File: config.mk
export PLATFORM = sky130hd
export DESIGN_NAME = dma_port
export DESIGN_NICKNAME = d
export VERILOG_FILES = /design/src/rtl/dma_port_pkg.sv /design/src/rtl/dma_chan_fsm.sv /design/src/rtl/dma_route.sv /design/src/rtl/dma_port.sv
export SDC_FILE = /design/constraint.sdc
export NUM_CORES = 1
export LEC_CHECK = 0
export ABC_AREA = 1
export BUFFER_PORTS_ARGS = -buffer_cell sky130_fd_sc_hd__buf_2
export CAP_MARGIN = 5
export CORE_MARGIN = 3
export CORE_UTILIZATION = 25
export CTS_BUF_LIST = sky130_fd_sc_hd__clkbuf_8
export CTS_CLUSTER_DIAMETER = 60
export DETAILED_ROUTE_END_ITERATION = 8
export GPL_TIMING_DRIVEN = 0
export HOLD_SLACK_MARGIN = 0.08
export PLACE_DENSITY = 0.68
export SYNTH_ARGS = -nofsm -noshare
export SYNTH_HDL_FRONTEND = slang
export SYNTH_SLANG_ARGS = --single-unit
File: constraint.sdc
create_clock -name clk -period 2.5 [get_ports clk]
set_clock_uncertainty 0.05 [all_clocks]
set_input_delay 0.75 -clock clk [delete_from_list [all_inputs] [get_ports clk]]
set_output_delay 0.75 -clock clk [all_outputs]
set_load 0.005 [all_outputs]
File: src/rtl/dma_port_pkg.sv
package dma_port_pkg;

    typedef enum logic [1:0] {
        CH_OFF    = 2'd0,
        CH_WAIT   = 2'd1,
        CH_SINGLE = 2'd2,
        CH_BURST  = 2'd3
    } ch_state_e;

    typedef enum logic [1:0] {
        QUAL_STROBE = 2'd0,
        QUAL_FLYBY  = 2'd1,
        QUAL_DCS    = 2'd2,
        QUAL_NONE   = 2'd3
    } qual_e;

endpackage

File: src/rtl/dma_chan_fsm.sv
module dma_chan_fsm
    import dma_port_pkg::*;
#(
    parameter int BURST_LEN = 4
) (
    input  logic clk,
    input  logic rst_n,
    input  logic en,
    input  logic burst,
    input  logic ready,
    input  logic hit,
    output logic dreq,
    output logic xfer,
    output logic flow_err
);
    localparam int CW = (BURST_LEN > 1) ? $clog2(BURST_LEN) : 1;
    localparam logic [CW-1:0] LAST = CW'(BURST_LEN - 1);

    ch_state_e state, nxt;
    logic [CW-1:0] beat;
    logic err_set;

    // state register
    always_ff @(posedge clk or negedge rst_n) begin
        if (!rst_n) state <= CH_OFF;
        else        state <= nxt;
    end

    // beat counter and sticky error
    always_ff @(posedge clk or negedge rst_n) begin
        if (!rst_n) begin
            beat     <= '0;
            flow_err <= 1'b0;
        end else begin
            if (state == CH_WAIT)               beat <= '0;
            else if (state == CH_BURST && xfer) beat <= beat + 1'b1;
            if (err_set) flow_err <= 1'b1;
        end
    end

    // outputs
    always_comb begin
        dreq    = (state == CH_SINGLE) || (state == CH_BURST);
        xfer    = dreq && hit && ready;
        err_set = dreq && hit && !ready;
    end

    // transitions
    always_comb begin
        nxt = state;
        unique case (state)
            CH_OFF:    nxt = CH_WAIT;
            CH_WAIT:   if (ready) nxt = burst ? CH_BURST : CH_SINGLE;
            CH_SINGLE: if (xfer) nxt = CH_WAIT;
            CH_BURST:  if (xfer && beat == LAST) nxt = CH_WAIT;
        endcase
        if (!en) nxt = CH_OFF;
    end
endmodule

File: src/rtl/dma_route.sv
module dma_route #(
    parameter int NCH   = 2,
    parameter int NFIFO = 3,
    parameter int DW    = 32,
    parameter int SELW  = 2
) (
    input  logic [NCH*SELW-1:0] sel,
    input  logic [NCH-1:0]      dir,
    input  logic [NCH-1:0]      xfer,
    input  logic                wide,
    input  logic [DW-1:0]       bus_wdata,
    input  logic [NFIFO-1:0]    fifo_full,
    input  logic [NFIFO-1:0]    fifo_empty,
    input  logic [NFIFO*DW-1:0] fifo_rdata,
    output logic [NCH-1:0]      ready,
    output logic [NFIFO-1:0]    fifo_push,
    output logic [NFIFO-1:0]    fifo_pop,
    output logic [DW-1:0]       fifo_wdata,
    output logic [DW-1:0]       bus_rdata
);
    localparam int HALF = DW / 2;

    function automatic logic [DW-1:0] fit(input logic [DW-1:0] w, input logic full_width);
        fit = full_width ? w : {{(DW-HALF){1'b0}}, w[HALF-1:0]};
    endfunction

    logic [DW-1:0] popped;

    always_comb begin
        ready     = '0;
        fifo_push = '0;
        fifo_pop  = '0;
        popped    = '0;
        for (int c = 0; c < NCH; c++) begin
            for (int f = 0; f < NFIFO; f++) begin
                if (sel[c*SELW +: SELW] == SELW'(f)) begin
                    ready[c] = dir[c] ? !fifo_full[f] : !fifo_empty[f];
                    if (xfer[c] && dir[c])  fifo_push[f] = 1'b1;
                    if (xfer[c] && !dir[c]) begin
                        fifo_pop[f] = 1'b1;
                        popped      = popped | fifo_rdata[f*DW +: DW];
                    end
                end
            end
        end
        fifo_wdata = fit(bus_wdata, wide);
        bus_rdata  = fit(popped, wide);
    end
endmodule

File: src/rtl/dma_port.sv
module dma_port
    import dma_port_pkg::*;
#(
    parameter int NCH       = 2,
    parameter int NFIFO     = 3,
    parameter int DW        = 32,
    parameter int BURST_LEN = 4
) (
    input  logic                  clk,
    input  logic                  rst_n,
    input  logic [NCH-1:0]        ch_en,
    input  logic [2*NCH-1:0]      ch_sel,
    input  logic [NCH-1:0]        ch_dir,
    input  logic [NCH-1:0]        ch_burst,
    input  logic [2*NCH-1:0]      ch_qual,
    input  logic                  wide,
    input  logic [NCH-1:0]        dack,
    input  logic                  stb,
    input  logic [NCH-1:0]        dcs,
    input  logic [DW-1:0]         bus_wdata,
    output logic [DW-1:0]         bus_rdata,
    output logic [NCH-1:0]        dreq,
    input  logic [NFIFO-1:0]      fifo_full,
    input  logic [NFIFO-1:0]      fifo_empty,
    input  logic [NFIFO*DW-1:0]   fifo_rdata,
    output logic [NFIFO-1:0]      fifo_push,
    output logic [NFIFO-1:0]      fifo_pop,
    output logic [DW-1:0]         fifo_wdata,
    output logic                  cfg_err,
    output logic [NCH-1:0]        flow_err
);
    localparam int SELW = 2;

    logic [NCH-1:0] blocked, en_eff, raw, hit, xfer, ready;

    for (genvar c = 0; c < NCH; c++) begin : g_ch
        logic [SELW-1:0] s;
        logic clash, qok;
        assign s = ch_sel[c*SELW +: SELW];

        always_comb begin
            clash = 1'b0;
            for (int d = 0; d < c; d++)
                if (ch_en[d] && ch_sel[d*SELW +: SELW] == s) clash = 1'b1;
        end

        always_comb begin
            unique case (qual_e'(ch_qual[c*2 +: 2]))
                QUAL_STROBE: qok = stb;
                QUAL_FLYBY:  qok = 1'b1;
                QUAL_DCS:    qok = dcs[c];
                QUAL_NONE:   qok = 1'b0;
            endcase
        end

        assign blocked[c] = ch_en[c] && (s < SELW'(NFIFO)) && clash;
        assign en_eff[c]  = ch_en[c] && (s < SELW'(NFIFO)) && !clash;
        assign raw[c]     = dreq[c] && dack[c] && qok;

        dma_chan_fsm #(.BURST_LEN(BURST_LEN)) u_fsm (
            .clk      (clk),
            .rst_n    (rst_n),
            .en       (en_eff[c]),
            .burst    (ch_burst[c]),
            .ready    (ready[c]),
            .hit      (hit[c]),
            .dreq     (dreq[c]),
            .xfer     (xfer[c]),
            .flow_err (flow_err[c])
        );
    end

    // lowest-numbered qualified acknowledge owns the bus
    always_comb begin
        logic taken;
        taken = 1'b0;
        for (int c = 0; c < NCH; c++) begin
            hit[c] = raw[c] && !taken;
            taken  = taken | raw[c];
        end
    end

    assign cfg_err = |blocked;

    dma_route #(.NCH(NCH), .NFIFO(NFIFO), .DW(DW), .SELW(SELW)) u_route (
        .sel        (ch_sel),
        .dir        (ch_dir),
        .xfer       (xfer),
        .wide       (wide),
        .bus_wdata  (bus_wdata),
        .fifo_full  (fifo_full),
        .fifo_empty (fifo_empty),
        .fifo_rdata (fifo_rdata),
        .ready      (ready),
        .fifo_push  (fifo_push),
        .fifo_pop   (fifo_pop),
        .fifo_wdata (fifo_wdata),
        .bus_rdata  (bus_rdata)
    );
endmodule

== Word level (Yosys, flattened, before mapping) ==
Cells that the tools add are included.
Storage, ports and cells
  flip-flop bits (word level): 10
  bits of input ports: 156
  output and inout port bits: 75
  logic and storage cells: 153
Cells by class
  add/subtract/negate cells: 2
  multiplexer cells: 65
  reduce and logical (&&, ||, !) cells: 48
  order comparisons: 2
  equality and inequality tests: 25
  bitwise logic cells: 5
Operators by type and width (count)
  $mux W32: 14
  $or A32 B32 Y32: 5
  $mux W1: 35
  $eq A2 B2 Y1 const B: 12
  $logic_and A1 B1 Y1: 24
  $mux W2: 12
  $ne A3 B3 Y1 const B: 6
  $pmux W2 S4: 2
  $eq A2 B1 Y1 const B: 6
  $logic_not A1 Y1: 12
  $logic_not A2 Y1: 6
  $pmux W1 S4: 2
  $reduce_and A3 Y1: 2
  $add A2 B1 Y2 const B: 2
  $lt A2 B2 Y1 const B: 2
  $reduce_bool A2 Y1: 2
  $eq A2 B2 Y1: 1
  $logic_or A1 B1 Y1: 2

== Depth between registers and ports, before layout ==
Gate-level depths: netlist of run 1.
  depth in word-level cells: 25
  mapped depth: 12
  depth with buffers taken out: 11

== Hierarchy ==
Synthesis of run 1 repeated with hierarchy kept, for this count alone.
Unflattened totals
  cell total of the unflattened synthesis: 384
  area, all modules: 2004.4 µm²
By module, submodules not included
  dma_route: times used 1, seq. area each 0.0 µm², area an instance 1261.2 µm², cells each 268
  dma_chan_fsm: times used 2, seq. area each 125.1 µm², area an instance 297.8 µm², cells each 41
  dma_port: times used 1, seq. area each 0.0 µm², area an instance 147.6 µm², cells each 34

== Least setup slack after synthesis of run 1 ==
Ideal clock, no wire load.
  path kind: input -> output
  start point: input port ch_qual[1]
  end point: output port bus_rdata[18]
  data arrival time: 1.736 ns
  stages: 12
  path slack: -0.036 ns
  path buffers: 1
  data required time: 1.700 ns
  path through: nor2_1 nand2_1 nand2_1 nor2_2 nor2_2 nand4_1 nand2_2 buf_4 nand2_1 nand3_1 nand2_1 inv_1
On the way
  longest elaborated chain between the ends: 24
  elaborated cells between the ends (all ways): 32
  classes of those cells: eq/ne: 3; mux: 14; bitwise: 5; reduce/logical: 10
Ends and longest elaborated chain
  from (decl): line dma_port.sv:15  | input logic [2*NCH-1:0] ch_qual,
  $eq A2 B2 Y1 (tied with other cells): line dma_port.sv:48  | unique case (qual_e'(ch_qual[c*2 +: 2]))
  $pmux W1 S4 *: line dma_port.sv:48
  $logic_and A1 B1 Y1 *: line dma_port.sv:58  | assign raw[c] = dreq[c] && dack[c] && qok;
  $logic_and A1 B1 Y1 (2 in a row): line dma_chan_fsm.sv:44  | xfer = dreq && hit && ready;
  $logic_and A1 B1 Y1: line dma_route.sv:39  | if (xfer[c] && !dir[c]) begin
  $mux W32: line dma_route.sv:39
  $mux W32: line dma_route.sv:36  | if (sel[c*SELW +: SELW] == SELW'(f)) begin
  $or A32 B32 Y32: line dma_route.sv:41  | popped = popped | fifo_rdata[f*DW +: DW];
  [... 7 more ...]
  $mux W32: line dma_route.sv:36
  $or A32 B32 Y32: line dma_route.sv:41
  $mux W32: line dma_route.sv:39
  $mux W32: line dma_route.sv:36
  $or A32 B32 Y32: line dma_route.sv:41
  $mux W32: line dma_route.sv:39
  $mux W32 *: line dma_route.sv:36
  $mux W32 *: line dma_route.sv:24  | fit = full_width ? w : {{(DW-HALF){1'b0}}, w[HALF-1:0]};
  to (decl): line dma_port.sv:21  | output logic [DW-1:0] bus_rdata,
Mark *: on every way between the ends. The rest lies on a longest branch, timed or not.

== Worst setup path after layout of run 1 ==
  start point: input port ch_qual[1]
  end point: output port bus_rdata[19]
The elaborated chain is that of the path after synthesis.

==> metrics.md, run 1 <==
| Metric | Value |
|---|---|
| Peak supply drop | roughly 0.45 mV |
| GRT Total Usage | 0.189 |
| Failing checks | setup timing |
| Synth top area share | 0.325 |
| Asr flop ratio synth | 1.00 |
| Max-slew violations | 0 |
| Num ports | roughly 230 |
| Final-stage net count | approximately 750 |
| Layout Utilization | 0.515 |
| M3 GR Usage | 0.0394 |
| Multiplexer share of the synthesized area | 0 |
| Ys Warns | 0 |
| Area grow syn2layout | 94.6% |
| Met1 Use GR | 0.219 |
| CTS root buffer | clkbuf_8 |
| Fmax | 0.344 GHz |
| H-tree depth | 1 |
| Mapped Area | between 0.0015 and 0.002 mm2 |
| Post-DP HPWL | 6850 um |
| Main combinational cell family by area after synthesis | simple AND/OR/NAND/NOR gates |
| Final Setup Violations | 38 |
| Ranking of synthesized cells by area | nand2_1 (32%), dfrtp_1 (14%), nand3_1 (13%) |
| Core area | roughly 0.0069 mm2 |
| Period utilization | 1.16 |
| Status | finished with violations |
| Slew margin rel. | 0.658 |
| Die area | roughly 0.0084 mm2 |
| Reg-to-reg startpoint | g_ch[0].u_fsm.state[1] |
| Leakage | 0.00243 uW |
| CP arrival | 2.11 ns |
| DRT Wirelength | ~8600 um |
| Cell count after synthesis | 359 |
| Number of global-route vias before repair | about 2,900 |
| Post-Syn Area per Cell | slightly above 5 um2 |
| Fillers | a little under 700 |
| Clock transition at the registers of the reported paths | ~0.05 ns |
| EDFF count, synth | 0 |
| Post-layout min period | ~2.9 ns |
| Vias | a little over 3,000 |
| Max FO, Critical Path | 6 |
| Clock buffer count from CTS | 3 |
| Clk sinks | 10 |
| WL/cell | roughly 13 um |
| Longest Clk Path Bufs | 2 |
| Core Rows | 30 |
| Worst slew pin tran | between 0.5 and 0.6 ns |
| Post-synthesis simple-gate area fraction | 0.542 |
| DRT iter0 DRCs | slightly above 80 |
| Required time of the critical path | ~1.7 ns |
| ANT nets after route | 0 |
| Share of cells above drive strength 1 | 0.557 |
| Drt via density | roughly 4.4 |
| CTS tree | done |
| Gpl congestion | roughly 0.93 |
| Antenna Cells | 0 |
| Met2 Use GR | 0.367 |
| Pwr Density | between 200 and 250 mW/mm2 |
| Syn nets | 517 |
| Buffers on Ports | roughly 210 |
| Hold-fix buffers at CTS | 0 |
| Max-cap viol count | 0 |
| Unrepaired setup endpoints after global routing | yes |
| Die Ht | about 92 um |
| GRT Max-Usage Layer | met2 |
| CP startpoint | ch_qual[1] |
| Largest net degree at the start of global routing | 11 |
| Tightest Hold Check Type | input port to asynchronous set/reset pin |
| Worst setup EP type | output port |
| WS Path Type | input port to output port |
| Iteration count of the initial detailed-routing pass | 4 |
| Clock Latency Late Sink | between 0.2 and 0.25 ns |
| Top FF cell, synth | dfrtp_1 |
| List of most frequent post-synthesis cells | nand2_1 (159), inv_1 (50), nand3_1 (47), buf_4 (26), nor2_1 (17) |
| Chip width | roughly 90 um |
| Drc violations | 0 |
| Final Worst Setup Slack | -0.407 ns |
| Startpoint Class | input port |
| Initial Util | 0.265 |
| Sequential share of the synthesized area | 0.136 |
| Initial antenna violation count | 0 |
| Post-Synth XOR/XNOR Area | 0 |
| Post-synthesis register bit count | 10 |
| Synth Area in Compound Gates | 0.0708 |
| Synth Area in Adders | 0.0136 |
| Most frequent cell after synthesis | nand2_1 |
| Synth cell types | 24 |
| Setup_tns | -12.55 ns |
| First-pass GRT wire length | 13,400 um |
| Final Hold Fails | 0 |
| Total grt overflow | 0 |
| Yosys top cell by area | nand2_1 |
## final cells by class
type	instances	area, um2	area share
buffer	34	267	0.0746
clock buffer	4	55.1	0.0154
inverter	55	209	0.0585
multi-input combinational	260	1410	0.394
sequential	10	250	0.0700
tap	96	120	0.0336
timing repair buffer	231	1260	0.354
## metrics by stage
step / hold slack [ns] / worst slack [ns] / cell area, um2 / total power [uW] / instances
floorplan: 0.379 / -0.0252 / 1880 / 370 / 359
global placement: 0.393 / -0.530 / 3070 / 561 / 669
detailed placement: 0.396 / -0.600 / 3070 / 568 / 669
CTS: 0.319 / -0.377 / 3520 / 811 / 690
global route: 0.325 / -0.569 / 3570 / 867 / 690
finish: 0.319 / -0.407 / 3570 / 806 / 690
## routing by layer
layer  share of wire  routed length (um)  up-vias
met5               0                   0        -
met3           0.074                 637        6
li1                -                   -     1558
met1            0.39                3340     1364
met4          0.0046                  40        0
met2            0.54                4630      116
## worst max-delay path, stage by stage
cell	delay, ns
buf_8	0.10
nor2_4	0.09
nand2_2	0.05
nand2_2	0.08
nor2_4	0.06
nor2_4	0.16
nand4_1	0.15
nand2_4	0.16
buf_6	0.14
nand2_1	0.07
nand3_2	0.08
nand2_1	0.05
inv_1	0.07
buf_2	0.10
## kinds of logic (layout without fill, tap and decap cells)
kind of cell,count (synthesis),in the layout
AO/OA/AOI/OAI,20,20
adder cells (fa/ha/maj),2,2
buffers and inverters,89,324
flip-flops,10,10
AND/OR/NAND/NOR,238,238
## worst paths after layout
path / to / slack [ns] / cells after the start
max: bus_rdata[19] / -0.41 / 14
min: g_ch[0].u_fsm.beat[0] / 0.32 / 1
max reg2reg: g_ch[0].u_fsm.state[0] / 0.89 / 12
min reg2reg: g_ch[0].u_fsm.flow_err / 0.40 / 1
max in group asynchronous: g_ch[1].u_fsm.beat[1] / 1.89 / 1
min in group clk: g_ch[0].u_fsm.flow_err / 0.40 / 1
## flip-flops by register name, indices dropped and copies added, names as in the netlist
signal,cells
g_ch.u_fsm.beat,4
g_ch.u_fsm.flow_err,2
g_ch.u_fsm.state,4
## placed cells by master (no fill, tap or decap), drive strengths merged
master  netlist  layout
ha            2       2
buf          30     261
o21a          1       1
clkbuf        4       8
a21boi        2       2
a21o          2       2
o21ai        11      11
dfrtp        10      10
nor2         19      19
a32o          3       3
o211ai        1       1
clkinv        1       1
nand3        49      49
nand4         7       7
inv          54      54
nor3          1       1
nand2       162     162
## timing repair
action | in CTS | in global routing
setup buffers | 12 | 0
cloned | 5 | 0
pin swaps | 25 | 8
gates resized for setup | 77 | 15
setup endpoints to repair | 38 | 38
## where the power goes
| group | internal (uW) | leakage, uW | switching, uW | total [uW] |
|---|---|---|---|---|
| clock | 139 | 0.0000288 | 65.5 | 204 |
| combinational | 217 | 0.00227 | 176 | 393 |
| sequential | 188 | 0.000129 | 19.9 | 208 |
| total | 544 | 0.00243 | 262 | 806 |
Power figures use the tool's default switching activity.
==> run 2, diff against run 1 <==
--- a/config.mk
+++ b/config.mk
@@ -12,10 +12,12 @@
 export CORE_UTILIZATION = 25
 export CTS_BUF_LIST = sky130_fd_sc_hd__clkbuf_8
 export CTS_CLUSTER_DIAMETER = 60
+export CTS_CLUSTER_SIZE = 24
 export DETAILED_ROUTE_END_ITERATION = 8
 export GPL_TIMING_DRIVEN = 0
 export HOLD_SLACK_MARGIN = 0.08
-export PLACE_DENSITY = 0.68
+export PLACE_DENSITY = 0.65
+export SKIP_CTS_REPAIR_TIMING = 1
 export SYNTH_ARGS = -nofsm -noshare
 export SYNTH_HDL_FRONTEND = slang
 export SYNTH_SLANG_ARGS = --single-unit
==> constraint.sdc (replaced) <==
create_clock -name clk -period 2.8 [get_ports clk]
set_clock_uncertainty 0.05 [all_clocks]
set_input_delay 0.84 -clock clk [delete_from_list [all_inputs] [get_ports clk]]
set_output_delay 0.84 -clock clk [all_outputs]
set_load 0.005 [all_outputs]
==> run 2 against run 1 <==
Net effect:
- critical path type unchanged
- combinational power shrank 6.1%
- utilization grew 4.3 points
- via count grew 2.7%
- first-iteration DRC count grew 4.8%
- the run still ends with setup timing left
- highest routed layer unchanged
- worst setup slack gained 0.069 ns
- clock power shrank 27%
- wire length grew 7.7%
- register-to-register slack gained 0.30 ns
- cell area grew 8.3%
==> metrics.md, run 2 (synthesis results as in run 1) <==
| Metric | Value |
|---|---|
| ANT nets after route | 0 (unchanged) |
| Total grt overflow | 0 (unchanged) |
| GRT Total Usage | 0.171 (-0.0185) |
| Final-stage net count | 762 (+1.2%) |
| Gpl congestion | 0.826 (-11%) |
| Largest net degree at the start of global routing | 11 (unchanged) |
| Place WS | -0.428 ns (+0.172 ns) |
| Final Hold Fails | 0 (unchanged) |
| Drc violations | 0 (unchanged) |
| CTS root buffer | clkbuf_8 |
| Tightest Hold Check Type | register to register |
| Fin area | 0.00387 mm2 (+8.3%) |
| Antenna Cells | 0 (unchanged) |
| Fmax | roughly 0.32 GHz |
| Longest Clk Path Bufs | 2 (unchanged) |
| CP arrival | 2.25 ns (+0.14 ns) |
| Area grow syn2layout | 111% |
| Placed instance area | 0.00303 mm2 (-1.3%) |
| Failing checks | setup timing |
| Period utilization | 1.12 |
| Post-DP HPWL | 6960 um (+1.6%) |
| Die Ht | 91.7 um (unchanged) |
| Clock Latency Late Sink | 0.23 ns (about the same) |
| Slew margin rel. | 0.661 (+0.00288) |
| Core Rows | 30 (unchanged) |
| Required time of the critical path | 1.91 ns (+0.21 ns) |
| Iteration count of the initial detailed-routing pass | 4 (unchanged) |
| Clk sinks | 10 (unchanged) |
| Max-cap viol count | 0 (unchanged) |
| Final Setup Violations | 38 (unchanged) |
| Chip width | 91.7 um (unchanged) |
| WL/cell | 13.3 um (+6.4%) |
| Vias | 3,127 (+2.7%) |
| Peak supply drop | 0.317 mV (-29%) |
| Initial antenna violation count | 0 (unchanged) |
| DRT iter0 DRCs | 87 (+4.8%) |
| Final Worst Setup Slack | -0.337 ns (+0.0690 ns) |
| Unrepaired setup endpoints after global routing | yes |
| Buffers on Ports | 214 (unchanged) |
| Max-slew violations | 0 (unchanged) |
| Clock transition at the registers of the reported paths | 0.05 ns (about the same) |
| R2R depth | 11 (-1) |
| Startpoint Class | input port |
| CP Cell Sequence | buf_8, nor2_4, nand2_2, nand2_2, nor2_4, nor2_4, nand4_1, nand2_4, buf_6, nand2_1, nand3_2, nand2_1, inv_1, buf_2 |
| Fillers | 653 (-5.2%) |
| Worst setup EP type | output port |
| H-tree depth | 1 (unchanged) |
| Slowest cell on crit path | nand4_1 |
| Drt via density | 4.48 (+1.5%) |
| Min-Delay Path Depth | 1 |
| Initial Util | 0.265 (unchanged) |
| Most common cell after layout, fill and taps aside | buf_2 |
| Combined area of the multi-input logic cells | 0.00156 mm2 (+11%) |
| Leakage | 0.00260 uW (+7.0%) |
| Register area | 250 um2 (unchanged) |
| Crit path largest cell delay | 0.17 ns (about the same) |
| CTS tree | done |
| Crit-path most repeated cell | nor2_4 |
| Number of global-route vias before repair | 2,622 (-8.9%) |
| Max FO, Critical Path | 6 (unchanged) |
| Share of cells above drive strength 1 | 0.618 (+0.0607) |
| WS Path Type | input port to output port |
| Pwr Density | 182 mW/mm2 (-19%) |
| Status | finished with violations |
| Post-layout min period | roughly 3.1 ns |
| Clock buffer count from CTS | 3 (unchanged) |
| Die area | 0.00841 mm2 (unchanged) |
| DRT Wirelength | 9310 um (+7.7%) |
| Top flop regs | g_ch.u_fsm.beat x4, g_ch.u_fsm.state x4, g_ch.u_fsm.flow_err x2 |
| Worst slew pin tran | 0.504 ns (-0.00428 ns) |
| Most frequent cells in the layout | buf_2 (202), nand2_1 (112), inv_1 (47) |
| Setup_tns | -9.92 ns (+2.63 ns) |
| First-pass GRT wire length | 12,200 um (-9.2%) |
| Core area | 0.00694 mm2 (unchanged) |
| Num ports | 231 (unchanged) |
run 2: path summary, 6_finish.rpt:
kind	endpoint	from	slack, ns
setup / recovery	bus_rdata[28]	ch_qual[0]	-0.34
hold / removal	g_ch[0].u_fsm.flow_err	g_ch[0].u_fsm.flow_err	0.40
setup reg to reg	g_ch[1].u_fsm.beat[1]	g_ch[0].u_fsm.state[1]	1.19
hold reg to reg	g_ch[0].u_fsm.flow_err	g_ch[0].u_fsm.flow_err	0.40
max in group asynchronous	g_ch[0].u_fsm.state[1]	rst_n	2.09
min in group asynchronous	g_ch[1].u_fsm.state[1]	rst_n	0.41
run 2: area by class of cell:
type | count | area share
tap | 96 | 0.0310
timing repair buffer | 239 | 0.364
multi-input combinational | 261 | 0.404
inverter | 55 | 0.0540
clock buffer | 3 | 0.0107
sequential | 10 | 0.0647
buffer | 34 | 0.0718
run 2: report_power, final:
group          switching (uW)  internal, uW  leakage [uW]  total (uW)
clock network            54.7          94.0     0.0000216         149
registers                18.6           168      0.000129         187
logic                     166           202       0.00245         369
run 2: routing by layer:
metal  vias up  share of wire  global-route usage
li1       1575              -                   -
met1      1387           0.38               0.218
met2       151           0.53               0.307
met3        14          0.076              0.0320
met4         0          0.013              0.0198
met5         -              0                   0
run 2: per-stage QoR:
step,hold WS (ns),instances,util,power [uW]
2_1_floorplan,0.379,359,-,327
3_3_place_gp,0.391,669,0.436,494
3_5_place_dp,0.398,669,0.436,502
4_1_cts,0.408,672,0.442,652
5_1_grt,0.418,698,0.557,761
6_report,0.404,698,0.557,704
run 2: critical path, delay by kind of cell:
kind,cells,cell delay (ns)
buffers and inverters,4,0.44
and+or+nand+nor,10,0.96
==> run 3, diff against run 2 <==
--- a/config.mk
+++ b/config.mk
@@ -8,6 +8,7 @@
 export ABC_AREA = 1
 export BUFFER_PORTS_ARGS = -buffer_cell sky130_fd_sc_hd__buf_2
 export CAP_MARGIN = 5
+export CORE_ASPECT_RATIO = 1.1
 export CORE_MARGIN = 3
 export CORE_UTILIZATION = 25
 export CTS_BUF_LIST = sky130_fd_sc_hd__clkbuf_8
==> run 3 against run 2 <==
Net effect:
- the run still ends with setup timing left
- worst hold slack worse by 0.0028 ns
- cell area is 4.4% lower
- global-route usage down 0.95 points
- power rose by 3.4%
- register-to-register slack worse by 0.04 ns
- clock power increased by 22%
- highest routed layer unchanged
- critical endpoint is now bus_rdata[20]
- utilization down 3.5 points
- sequential power is essentially flat
==> metrics.md, run 3 (synthesis results as in run 1) <==
| Metric | Value |
|---|---|
| Post-layout min period | 3.13 ns (-0.00594 ns) |
| Total grt overflow | 0 (unchanged) |
| Initial Util | 0.259 (-0.00532) |
| R2r setup slk | 1.15 ns (-0.04 ns) |
| DRT Wirelength | 8920 um (-4.2%) |
| Unrepaired setup endpoints after global routing | yes |
| Buffers on Ports | 214 (unchanged) |
| Clock Latency Late Sink | 0.23 ns (about the same) |
| DRT iter0 DRCs | 101 (+16%) |
| Final-stage net count | 753 (-1.2%) |
| CP Cell Sequence | clkbuf_4, inv_2, nor2_4, nand3_1, nand3_2, nand4_1, nand2_4, buf_4, nand2_1, nand3_2, nand2_1, inv_1, buf_2 |
| Crit path to | bus_rdata[20] |
| Final cell count without fillers | 679 (-2.7%) |
| Worst slew pin tran | 0.498 ns (-0.00575 ns) |
| Total power | 728 uW (+3.4%) |
| Slowest cell on crit path | nand2_4 |
| WL/cell | 13.1 um (-1.5%) |
| Fmax | 0.319 GHz (+0.19%) |
| # placed instances | 658 (-1.6%) |
| Iteration count of the initial detailed-routing pass | 5 (+1) |
| Peak supply drop | 0.401 mV (+27%) |
| GRT Total Usage | 0.161 (-0.00954) |
| CP startpoint | ch_sel[3] |
| CP arrival | 2.24 ns (about the same) |
| Final Setup Violations | 38 (unchanged) |
| Most frequent cells in the layout | buf_2 (201), nand2_1 (132), inv_1 (44) |
| Period utilization | 1.12 (-0.00212) |
| Gpl congestion | 0.805 (-2.6%) |
| Clock buffer count from CTS | 3 (unchanged) |
| Failing checks | setup timing |
| Die area | 0.00841 mm2 (about the same) |
| Max FO, Critical Path | 7 (+1) |
| Pwr Density | 197 mW/mm2 (+8.2%) |
| Startpoint Class | input port |
| Final Worst Setup Slack | -0.332 ns (+0.00594 ns) |
| Initial antenna violation count | 0 (unchanged) |
| Reg-to-reg startpoint | g_ch[0].u_fsm.state[1] |
| Top flop regs | g_ch.u_fsm.beat x4, g_ch.u_fsm.state x4, g_ch.u_fsm.flow_err x2 |
| CTS root buffer | clkbuf_8 |
| Share of cells above drive strength 1 | 0.574 (-0.0439) |
| Reg2reg end | g_ch[1].u_fsm.state[1] |
| Number of global-route vias before repair | 2,551 (-2.7%) |
| Leakage | 0.00248 uW (-4.7%) |
| Chip width | 87.7 um (-4.4%) |
| Status | finished with violations |
| Final Hold Slack | 0.401 ns (-0.00277 ns) |
| Required time of the critical path | 1.91 ns (about the same) |
| Longest Clk Path Bufs | 2 (unchanged) |
| Min-Delay Path Depth | 1 (unchanged) |
| Tightest Hold Check Type | register to register |
| Slew margin rel. | 0.665 (+0.00387) |
| WS Path Type | input port to output port |
| Max-slew violations | 0 (unchanged) |
| First-pass GRT wire length | 11,300 um (-7.4%) |
| Crit path largest cell delay | 0.18 ns (about the same) |
| Most common cell after layout, fill and taps aside | buf_2 |
| ANT nets after route | 0 (unchanged) |
| Antenna Cells | 0 (unchanged) |
| Core Rows | 32 (+6.7%) |
| Clk sinks | 10 (unchanged) |
| R2R depth | 10 (-1) |
| Drt via density | 4.57 (+2.0%) |
| Final Hold Fails | 0 (unchanged) |
| CTS tree | done |
| H-tree depth | 1 (unchanged) |
| Max-cap viol count | 0 (unchanged) |
| Post-DP HPWL | 6870 um (-1.2%) |
| Core area | 0.00709 mm2 (+2.1%) |
| Largest net degree at the start of global routing | 11 (unchanged) |
| Worst setup EP type | output port |
| Place WS | -0.455 ns (-0.0273 ns) |
| Drc violations | 0 (unchanged) |
| Vias | 3,102 (-0.80%) |
| Num ports | 231 (unchanged) |
| Die Ht | 95.9 um (+4.6%) |
| Clock transition at the registers of the reported paths | 0.05 ns (about the same) |
| Area grow syn2layout | 101% |
[run 3: how the worst min path moves through the flow]
stage                      startpoint                     end
3_3_place_gp   g_ch[0].u_fsm.flow_err  g_ch[0].u_fsm.flow_err
4_1_cts        g_ch[0].u_fsm.flow_err  g_ch[0].u_fsm.flow_err
2_1_floorplan  g_ch[0].u_fsm.flow_err  g_ch[0].u_fsm.flow_err
5_1_grt                         rst_n   g_ch[0].u_fsm.beat[1]
3_5_place_dp   g_ch[0].u_fsm.flow_err  g_ch[0].u_fsm.flow_err
6_report       g_ch[0].u_fsm.flow_err  g_ch[0].u_fsm.flow_err
[run 3: layer usage]
metal | global-route usage | routed length, um | vias up | share of wire
li1 | - | - | 1560 | -
met1 | 0.189 | 3290 | 1396 | 0.37
met2 | 0.307 | 4830 | 136 | 0.54
met3 | 0.0325 | 719 | 10 | 0.081
met4 | 0.0192 | 82 | 0 | 0.0092
met5 | 0 | 0 | - | 0
[run 3: per-stage QoR]
stage	TNS [ns]	cell area (um2)	util
floorplan	0	1840	-
global placement	-11.78	3010	0.425
detailed placement	-13.39	3010	0.425
CTS	-13.47	3070	0.433
global route	-13.74	3700	0.522
finish	-9.99	3700	0.522
[run 3: layout make-up]
cell class	instances	area [um2]
buffer	34	289
clock buffer	4	55.1
fill	721	3390
inverter	55	211
multi-input combinational	260	1440
sequential	10	250
tap	85	106
timing repair buffer	231	1350
[run 3: report_power, final]
| part | internal [uW] | switching [uW] | leakage [uW] |
|---|---|---|---|
| sequential | 168 | 17.8 | 0.000129 |
| combinational | 198 | 163 | 0.00232 |
| clock | 124 | 57.9 | 0.0000288 |
[run 3: worst max-delay path, delay by kind of cell]
family	cells	cell delay (ns)
buffers and inverters	5	0.59
and+or+nand+nor	8	0.80
